### src/rtl/vpx_pkg.sv
package vpx_pkg;
  localparam int unsigned VA_W    = 16;
  localparam int unsigned PAGE_W  = 4;
  localparam int unsigned FRAME_W = 3;

  typedef enum logic [1:0] {
    RSP_IDLE  = 2'd0,
    RSP_OK    = 2'd1,
    RSP_FAULT = 2'd2
  } rsp_kind_e;
endpackage

### src/rtl/vpx_table.sv
module vpx_table #(
  parameter int unsigned PAGE_W  = vpx_pkg::PAGE_W,
  parameter int unsigned FRAME_W = vpx_pkg::FRAME_W
) (
  input  logic               clk,
  input  logic               rst_n,
  input  logic               wr_en,
  input  logic [PAGE_W-1:0]  wr_idx,
  input  logic [FRAME_W-1:0] wr_frame,
  input  logic               wr_present,
  input  logic [PAGE_W-1:0]  rd_idx,
  output logic [FRAME_W-1:0] rd_frame,
  output logic               rd_present
);
  localparam int unsigned ENTRIES = 1 << PAGE_W;

  logic [FRAME_W-1:0] frame_q [ENTRIES];
  logic [ENTRIES-1:0] pres_q;

  for (genvar g = 0; g < ENTRIES; g++) begin : g_ent
    logic               ent_en;
    logic [FRAME_W-1:0] frame_d;
    logic               pres_d;

    always_comb begin
      ent_en  = wr_en && (wr_idx == PAGE_W'(g));
      frame_d = frame_q[g];
      pres_d  = pres_q[g];
      if (ent_en) begin
        frame_d = wr_frame;
        pres_d  = wr_present;
      end
    end

    always_ff @(posedge clk or negedge rst_n) begin
      if (!rst_n) begin
        frame_q[g] <= '0;
        pres_q[g]  <= 1'b0;
      end else begin
        frame_q[g] <= frame_d;
        pres_q[g]  <= pres_d;
      end
    end
  end

  assign rd_frame   = frame_q[rd_idx];
  assign rd_present = pres_q[rd_idx];

  AST_WRITE_LANDS: assert property (@(posedge clk) disable iff (!rst_n)
    wr_en |=> (pres_q[$past(wr_idx)] == $past(wr_present))
           && (frame_q[$past(wr_idx)] == $past(wr_frame)));
  AST_WRITE_LOCAL: assert property (@(posedge clk) disable iff (!rst_n)
    (wr_en && wr_idx != rd_idx) |=> $stable(pres_q[$past(rd_idx)]));
endmodule

### src/rtl/vpx_lookup.sv
module vpx_lookup #(
  parameter int unsigned VA_W    = vpx_pkg::VA_W,
  parameter int unsigned PAGE_W  = vpx_pkg::PAGE_W,
  parameter int unsigned FRAME_W = vpx_pkg::FRAME_W
) (
  input  logic                                clk,
  input  logic                                rst_n,
  input  logic                                req_vld,
  input  logic [VA_W-1:0]                     req_vaddr,
  output logic [PAGE_W-1:0]                   page_idx,
  input  logic [FRAME_W-1:0]                  ent_frame,
  input  logic                                ent_present,
  output logic                                rsp_vld,
  output logic                                rsp_fault,
  output logic [FRAME_W+VA_W-PAGE_W-1:0]      rsp_paddr
);
  import vpx_pkg::*;
  localparam int unsigned OFF_W = VA_W - PAGE_W;
  localparam int unsigned PA_W  = FRAME_W + OFF_W;

  rsp_kind_e         kind_d, kind_q;
  logic [PA_W-1:0]   paddr_d, paddr_q;

  assign page_idx = req_vaddr[VA_W-1:OFF_W];

  always_comb begin
    kind_d  = RSP_IDLE;
    paddr_d = '0;
    if (req_vld) begin
      if (ent_present) begin
        kind_d  = RSP_OK;
        paddr_d = {ent_frame, req_vaddr[OFF_W-1:0]};
      end else begin
        kind_d  = RSP_FAULT;
      end
    end
  end

  always_ff @(posedge clk or negedge rst_n) begin
    if (!rst_n) begin
      kind_q  <= RSP_IDLE;
      paddr_q <= '0;
    end else begin
      kind_q  <= kind_d;
      paddr_q <= paddr_d;
    end
  end

  assign rsp_vld   = (kind_q == RSP_OK);
  assign rsp_fault = (kind_q == RSP_FAULT);
  assign rsp_paddr = paddr_q;

  AST_ONE_RESP: assert property (@(posedge clk) disable iff (!rst_n)
    req_vld |=> (rsp_vld || rsp_fault));
  AST_NO_SPURIOUS: assert property (@(posedge clk) disable iff (!rst_n)
    !req_vld |=> !(rsp_vld || rsp_fault));
  AST_EXCLUSIVE: assert property (@(posedge clk) disable iff (!rst_n)
    !(rsp_vld && rsp_fault));
  AST_FAULT_ABSENT: assert property (@(posedge clk) disable iff (!rst_n)
    (req_vld && !ent_present) |=> rsp_fault);
  AST_OFFSET_PASS: assert property (@(posedge clk) disable iff (!rst_n)
    rsp_vld |-> rsp_paddr[OFF_W-1:0] == $past(req_vaddr[OFF_W-1:0]));
  AST_QUIET_ADDR: assert property (@(posedge clk) disable iff (!rst_n)
    !rsp_vld |-> rsp_paddr == '0);
endmodule

### src/rtl/vpage_xlate.sv
module vpage_xlate #(
  parameter int unsigned VA_W    = vpx_pkg::VA_W,
  parameter int unsigned PAGE_W  = vpx_pkg::PAGE_W,
  parameter int unsigned FRAME_W = vpx_pkg::FRAME_W
) (
  input  logic                           clk,
  input  logic                           rst_n,
  input  logic                           tbl_we,
  input  logic [PAGE_W-1:0]              tbl_idx,
  input  logic [FRAME_W-1:0]             tbl_frame,
  input  logic                           tbl_present,
  input  logic                           req_vld,
  input  logic [VA_W-1:0]                req_vaddr,
  output logic                           rsp_vld,
  output logic [FRAME_W+VA_W-PAGE_W-1:0] rsp_paddr,
  output logic                           rsp_fault
);
  logic [PAGE_W-1:0]  lk_idx;
  logic [FRAME_W-1:0] lk_frame;
  logic               lk_present;

  vpx_table #(.PAGE_W(PAGE_W), .FRAME_W(FRAME_W)) u_table (
    .clk        (clk),
    .rst_n      (rst_n),
    .wr_en      (tbl_we),
    .wr_idx     (tbl_idx),
    .wr_frame   (tbl_frame),
    .wr_present (tbl_present),
    .rd_idx     (lk_idx),
    .rd_frame   (lk_frame),
    .rd_present (lk_present)
  );

  vpx_lookup #(.VA_W(VA_W), .PAGE_W(PAGE_W), .FRAME_W(FRAME_W)) u_lookup (
    .clk         (clk),
    .rst_n       (rst_n),
    .req_vld     (req_vld),
    .req_vaddr   (req_vaddr),
    .page_idx    (lk_idx),
    .ent_frame   (lk_frame),
    .ent_present (lk_present),
    .rsp_vld     (rsp_vld),
    .rsp_fault   (rsp_fault),
    .rsp_paddr   (rsp_paddr)
  );
endmodule

### config.mk
export PLATFORM = sky130hd
export DESIGN_NAME = vpage_xlate
export DESIGN_NICKNAME = d
export VERILOG_FILES = /design/src/rtl/vpx_pkg.sv /design/src/rtl/vpx_table.sv /design/src/rtl/vpx_lookup.sv /design/src/rtl/vpage_xlate.sv
export SDC_FILE = /design/constraint.sdc
export NUM_CORES = 1
export LEC_CHECK = 0
export ABC_AREA = 1
export BUFFER_PORTS_ARGS = -buffer_cell sky130_fd_sc_hd__buf_2
export CORE_UTILIZATION = 55
export DETAILED_ROUTE_END_ITERATION = 10
export GPL_TIMING_DRIVEN = 0
export PLACE_DENSITY = 0.74
export RECOVER_POWER = 100
export SYNTH_ARGS = -nofsm -noshare
export SYNTH_HDL_FRONTEND = slang
export SYNTH_SLANG_ARGS = --single-unit
### constraint.sdc
create_clock -name clk -period 1.56 [get_ports clk]
set_input_delay 0.078 -clock clk [delete_from_list [all_inputs] [get_ports clk]]
set_output_delay 0.078 -clock clk [all_outputs]
set_load 0.1 [all_outputs]
== Word-level counts from Yosys, hierarchy flattened ==
Cells that the tools add are included.

* Bits in registers: 81
* Input port bits: 28
* Output and inout bits: 17

* Magnitude comparators: 2
* Equal/unequal tests: 17
* Mux-type cells: 9
* Bitwise gates (word level): 1
* Reduce and logical (&&, ||, !) cells: 17

{| class="wikitable"
|+ Operators by type and width
! kind !! number
|-
| $eq 4x4->1 const B || 8
|-
| $mux 15 || 2
|-
| $eq 4x3->1 const B || 4
|-
| $logic_and 1x1->1 || 16
|-
| $bmux 3 s4 || 1
|-
| $eq 4x2->1 const B || 2
|-
| $mux 3 || 2
|-
| $ge 5x5->1 const B || 1
|-
| $lt 4x5->1 const B || 1
|-
| $not 4->5 || 1
|-
| $bmux 1 s4 || 1
|-
| $eq 4x1->1 const B || 1
|-
| $logic_not 4->1 || 1
|-
| $mux 2 || 2
|-
| $eq 2x1->1 const B || 1
|-
| $eq 2x2->1 const B || 1
|-
| $mux 1 || 1
|}

== Depth between registers and ports, before layout ==
* Depth after elaboration: 6
* Mapped depth: 11
* Mapped depth without buffers: 9

== By module ==
A second synthesis with hierarchy kept.

* Cell total of the unflattened synthesis: 485
* Area total of the unflattened synthesis: 3746.1 um^2

{| class="wikitable"
|+ By module, submodules not included
! module !! times used !! cells each !! area an instance (um^2)
|-
| vpx_table || 1 || 425 || 3111.7
|-
| vpx_lookup || 1 || 60 || 634.4
|}

== Worst setup path after synthesis ==
Ideal clock, no wire load.

* Path kind: flip-flop to output port
* Start: register u_lookup.kind_q[0]
* End: output port rsp_fault
* Arrival: 1.624 ns
* Required time: 1.482 ns
* Setup slack: -0.142 ns
* Cell stages (with the launch flop): 2
* Path buffers: 0
* Cell sequence: dfrtp_1 > nor2_1

* Cells in the longest elaborated chain, start to end: 1

{| class="wikitable"
|+ Ends and longest elaborated chain
! element !! line !! source
|-
| from (decl) || vpx_lookup.sv:21 || <nowiki>rsp_kind_e kind_d, kind_q;</nowiki>
|-
| from (signal assigned) || vpx_lookup.sv:44 || <nowiki>kind_q <= kind_d;</nowiki>
|-
| $eq 2x2->1 || vpx_lookup.sv:50 || <nowiki>assign rsp_fault = (kind_q == RSP_FAULT);</nowiki>
|-
| to (decl) || vpage_xlate.sv:16 || <nowiki>output logic rsp_fault</nowiki>
|}

Every way passes these cells.

== Worst setup path in the final report ==
* Start: register u_lookup.kind_q[1]
* End: output port rsp_vld

* Cells in the longest elaborated chain, start to end: 1

{| class="wikitable"
|+ Ends and longest elaborated chain
! element !! line !! source
|-
| $eq 2x1->1 || vpx_lookup.sv:49 || <nowiki>assign rsp_vld = (kind_q == RSP_OK);</nowiki>
|-
| to (decl) || vpage_xlate.sv:14 || <nowiki>output logic rsp_vld,</nowiki>
|}

Every way passes these cells.

==> results.cfg <==
[placed_design]
placed_area_um2 = 4020
io_buffers = 38
gp_congestion = 0.893
place_hpwl_um = 5910

[timing]
grt_setup_unrepaired = no
finClkSkew_ns = 0.00940
period_share_pct = 87.6
finalSetupViolations = 0
finalCriticalPeriod_ns = 1.37
max_freq_mhz = 732
worstMarginPinSlew_ns = 0.591
holdWs_ns = 0.0466
finalHoldViolCount = 0
relSlewSlack_pct = 60.6
slew_violations = 0

[setup_path]
startpoint_type = flip-flop
r2r_cells = 9
r2r-end = u_lookup.rsp_paddr[5]
crit_required_ns = 1.48
r2r-start = u_table.pres_q[1]
crit_chain = nor2_1, clkbuf_2
cpMaxStageDelayCell = clkbuf_2
reg2reg_slack_ns = 0.24
endpoint = rsp_vld
arrival_ns = 1.29
worstPathMaxFanout = 2
cpPeakStageDelay_ns = 0.46
startpoint = u_lookup.kind_q[1]
critical_path_class = reg2out
crit_path_end_kind = output pin

[finish]
post-route-cell-area_um2 = 4310
area_delta_synth_final_pct = 16.4
nets = 551
final_util_pct = 67.1
fillers = 557
drive_above_1_share_pct = 12.7
diodes = 0

[routing]
routed_wl_um = 8600
drt_iter0_drc = 331
postRouteAntennaNets = 0
firstDrtPassIters = 9
wl_per_cell_um = 14.2
drc = 12
viasPerCell = 5.22
dr_total_vias = 3157

[logic_synthesis]
ys_seq_area_share_pct = 54.7
syn_nets = 487
netlist_instances = 459
ys_types = 20
ys_ff_latch = 81
netlist_area_um2 = 3700
synth.avg_cell_area_um2 = 8.07
ys_warn_count = 0

[floorplanning]
core_area_um2 = 6420
chipWidth_um = 84.1
num_rows = 29
ioPinCount = 45
start_util_pct = 57.7
die_h_um = 84.1
dieArea_um2 = 7070

[global_route]
grt_use_total_pct = 26.6
grt-ovfl-total = 0
antenna_found_initial = 0
grt_max_degree = 58
grt_pass1_vias = 2888
grt_pass1_wl_um = 14200

[hold_path]
whs_path_depth = 4
hp-class = in2reg

[cts]
clockBufferDepth = 2
clkTransAtPathRegs_ns = 0.08
ctsResizeCount = 0
cts_buffers = 9
root_buffer = clkbuf_8
cts_sinks = 81
clkLatencyLatePin_ns = 0.35
htree_levels = 3
cts_tree = yes

[outcome]
violations = DRC
status = complete, but fails checks

[power]
power_density_nw_per_um2 = 1230
p_leak_nw = 2.25
vdd_drop_max_mv = 0.598

[job]
drv_cap = 0
## cells in the final DEF (no fill, tap or decap), drive strengths merged
cell type | netlist | routed
nor3 | 1 | 1
nor2 | 40 | 40
inv | 66 | 66
or2 | 3 | 3
bufinv | 0 | 1
clkbuf | 0 | 38
dlygate4sd3 | 0 | 14
nand4 | 1 | 1
nand3 | 34 | 34
nand2 | 139 | 139
dfrtp | 81 | 81
a21oi | 3 | 3
o21ai | 65 | 65
buf | 15 | 29
clkinv | 0 | 2
o211ai | 11 | 11
## report_power, final
part,switching (mW),internal [mW],total (mW)
logic,0.784,0.357,1.14
registers,0.157,2.49,2.65
clock network,0.730,0.781,1.51
total,1.67,3.63,5.30
## stage by stage
stage | cells | worst slack (ns) | setup TNS [ns] | total power, mW
4_1_cts | 605 | 0.229 | 0 | 5.33
3_5_place_dp | 575 | 0.101 | 0 | 3.81
6_report | 605 | 0.194 | 0 | 5.30
2_1_floorplan | 459 | -0.142 | -0.285 | 3.48
3_3_place_gp | 574 | -0.151 | -11.83 | 3.76
5_1_grt | 605 | 0.100 | 0 | 5.58
## critical path, delay by kind of cell (launching register included)
kind | cells | cell delay (ns)
simple gates | 1 | 0.10
buf+inv | 1 | 0.46
flops | 1 | 0.38
## synth_stat cells
cell | instances | area, um2
nand2_1 | 137 | 514
dfrtp_1 | 81 | 2030
o21ai_0 | 65 | 325
inv_1 | 64 | 240
nand3_1 | 34 | 170
nor2_1 | 31 | 116
o211ai_1 | 11 | 82.6
nor2_2 | 8 | 50.1
buf_1 | 5 | 18.8
buf_2 | 5 | 25.0
buf_6 | 4 | 45.0
a21oi_1 | 3 | 15.0
or2_2 | 3 | 18.8
inv_2 | 2 | 7.51
buf_4 | 1 | 7.51
nand2_2 | 1 | 6.26
nand2_4 | 1 | 11.3
nand4_1 | 1 | 6.26
nor2_4 | 1 | 11.3
nor3_1 | 1 | 5.00
## cells by family after synthesis
logic type	after synthesis	synth area share, %
AO/OA/AOI/OAI	79	11.4
flip-flops	81	54.7
buffers and inverters	81	9.29
AND/OR/NAND/NOR	218	24.6
## how the worst min path moves through the flow
stage,end,slack (ns),start
after CTS,u_lookup.rsp_paddr[14],0.04,req_vaddr[15]
after global placement,u_lookup.rsp_paddr[10],0.29,req_vaddr[10]
after global routing,u_lookup.rsp_paddr[14],0.07,req_vaddr[15]
final,u_lookup.rsp_paddr[14],0.05,req_vaddr[15]
after floorplan,u_lookup.kind_q[0],-0.22,rst_n
after detailed placement,u_lookup.rsp_paddr[10],0.001,rst_n
## repair_timing
action                                 4_1_cts  5_1_grt
hold buffers                                14        0
buffers inserted                             0        0
endpoints found under the hold margin       94        0
## final cells by class
| type | instances | area, um2 | share of cell area [%] |
|---|---|---|---|
| flip-flops and latches | 81 | 2030 | 47.0 |
| clock inverters | 3 | 40.0 | 0.929 |
| multi-input cells | 297 | 1320 | 30.5 |
| plain buffers | 15 | 96.3 | 2.24 |
| clock buffers | 13 | 149 | 3.46 |
| repair buffers | 53 | 338 | 7.84 |
| inverters | 66 | 248 | 5.75 |
| well taps | 77 | 96.3 | 2.24 |
## registers in the layout, indices dropped and copies added (netlist names)
name / flops
u_lookup.kind_q: 2
u_lookup.rsp_paddr: 15
u_table.frame_q: 48
u_table.pres_q: 16
## per-layer routing
layer | wire length, um | part of all wire (%) | global-route usage, % | vias up
li1 | - | - | - | 1560
met1 | 3880 | 45 | 37.1 | 1457
met2 | 3960 | 46 | 41.9 | 125
met3 | 581 | 6.8 | 3.36 | 15
met4 | 182 | 2.1 | 11.8 | 0
met5 | 0 | 0 | 0 | -
(Power assumes the default switching activity.)
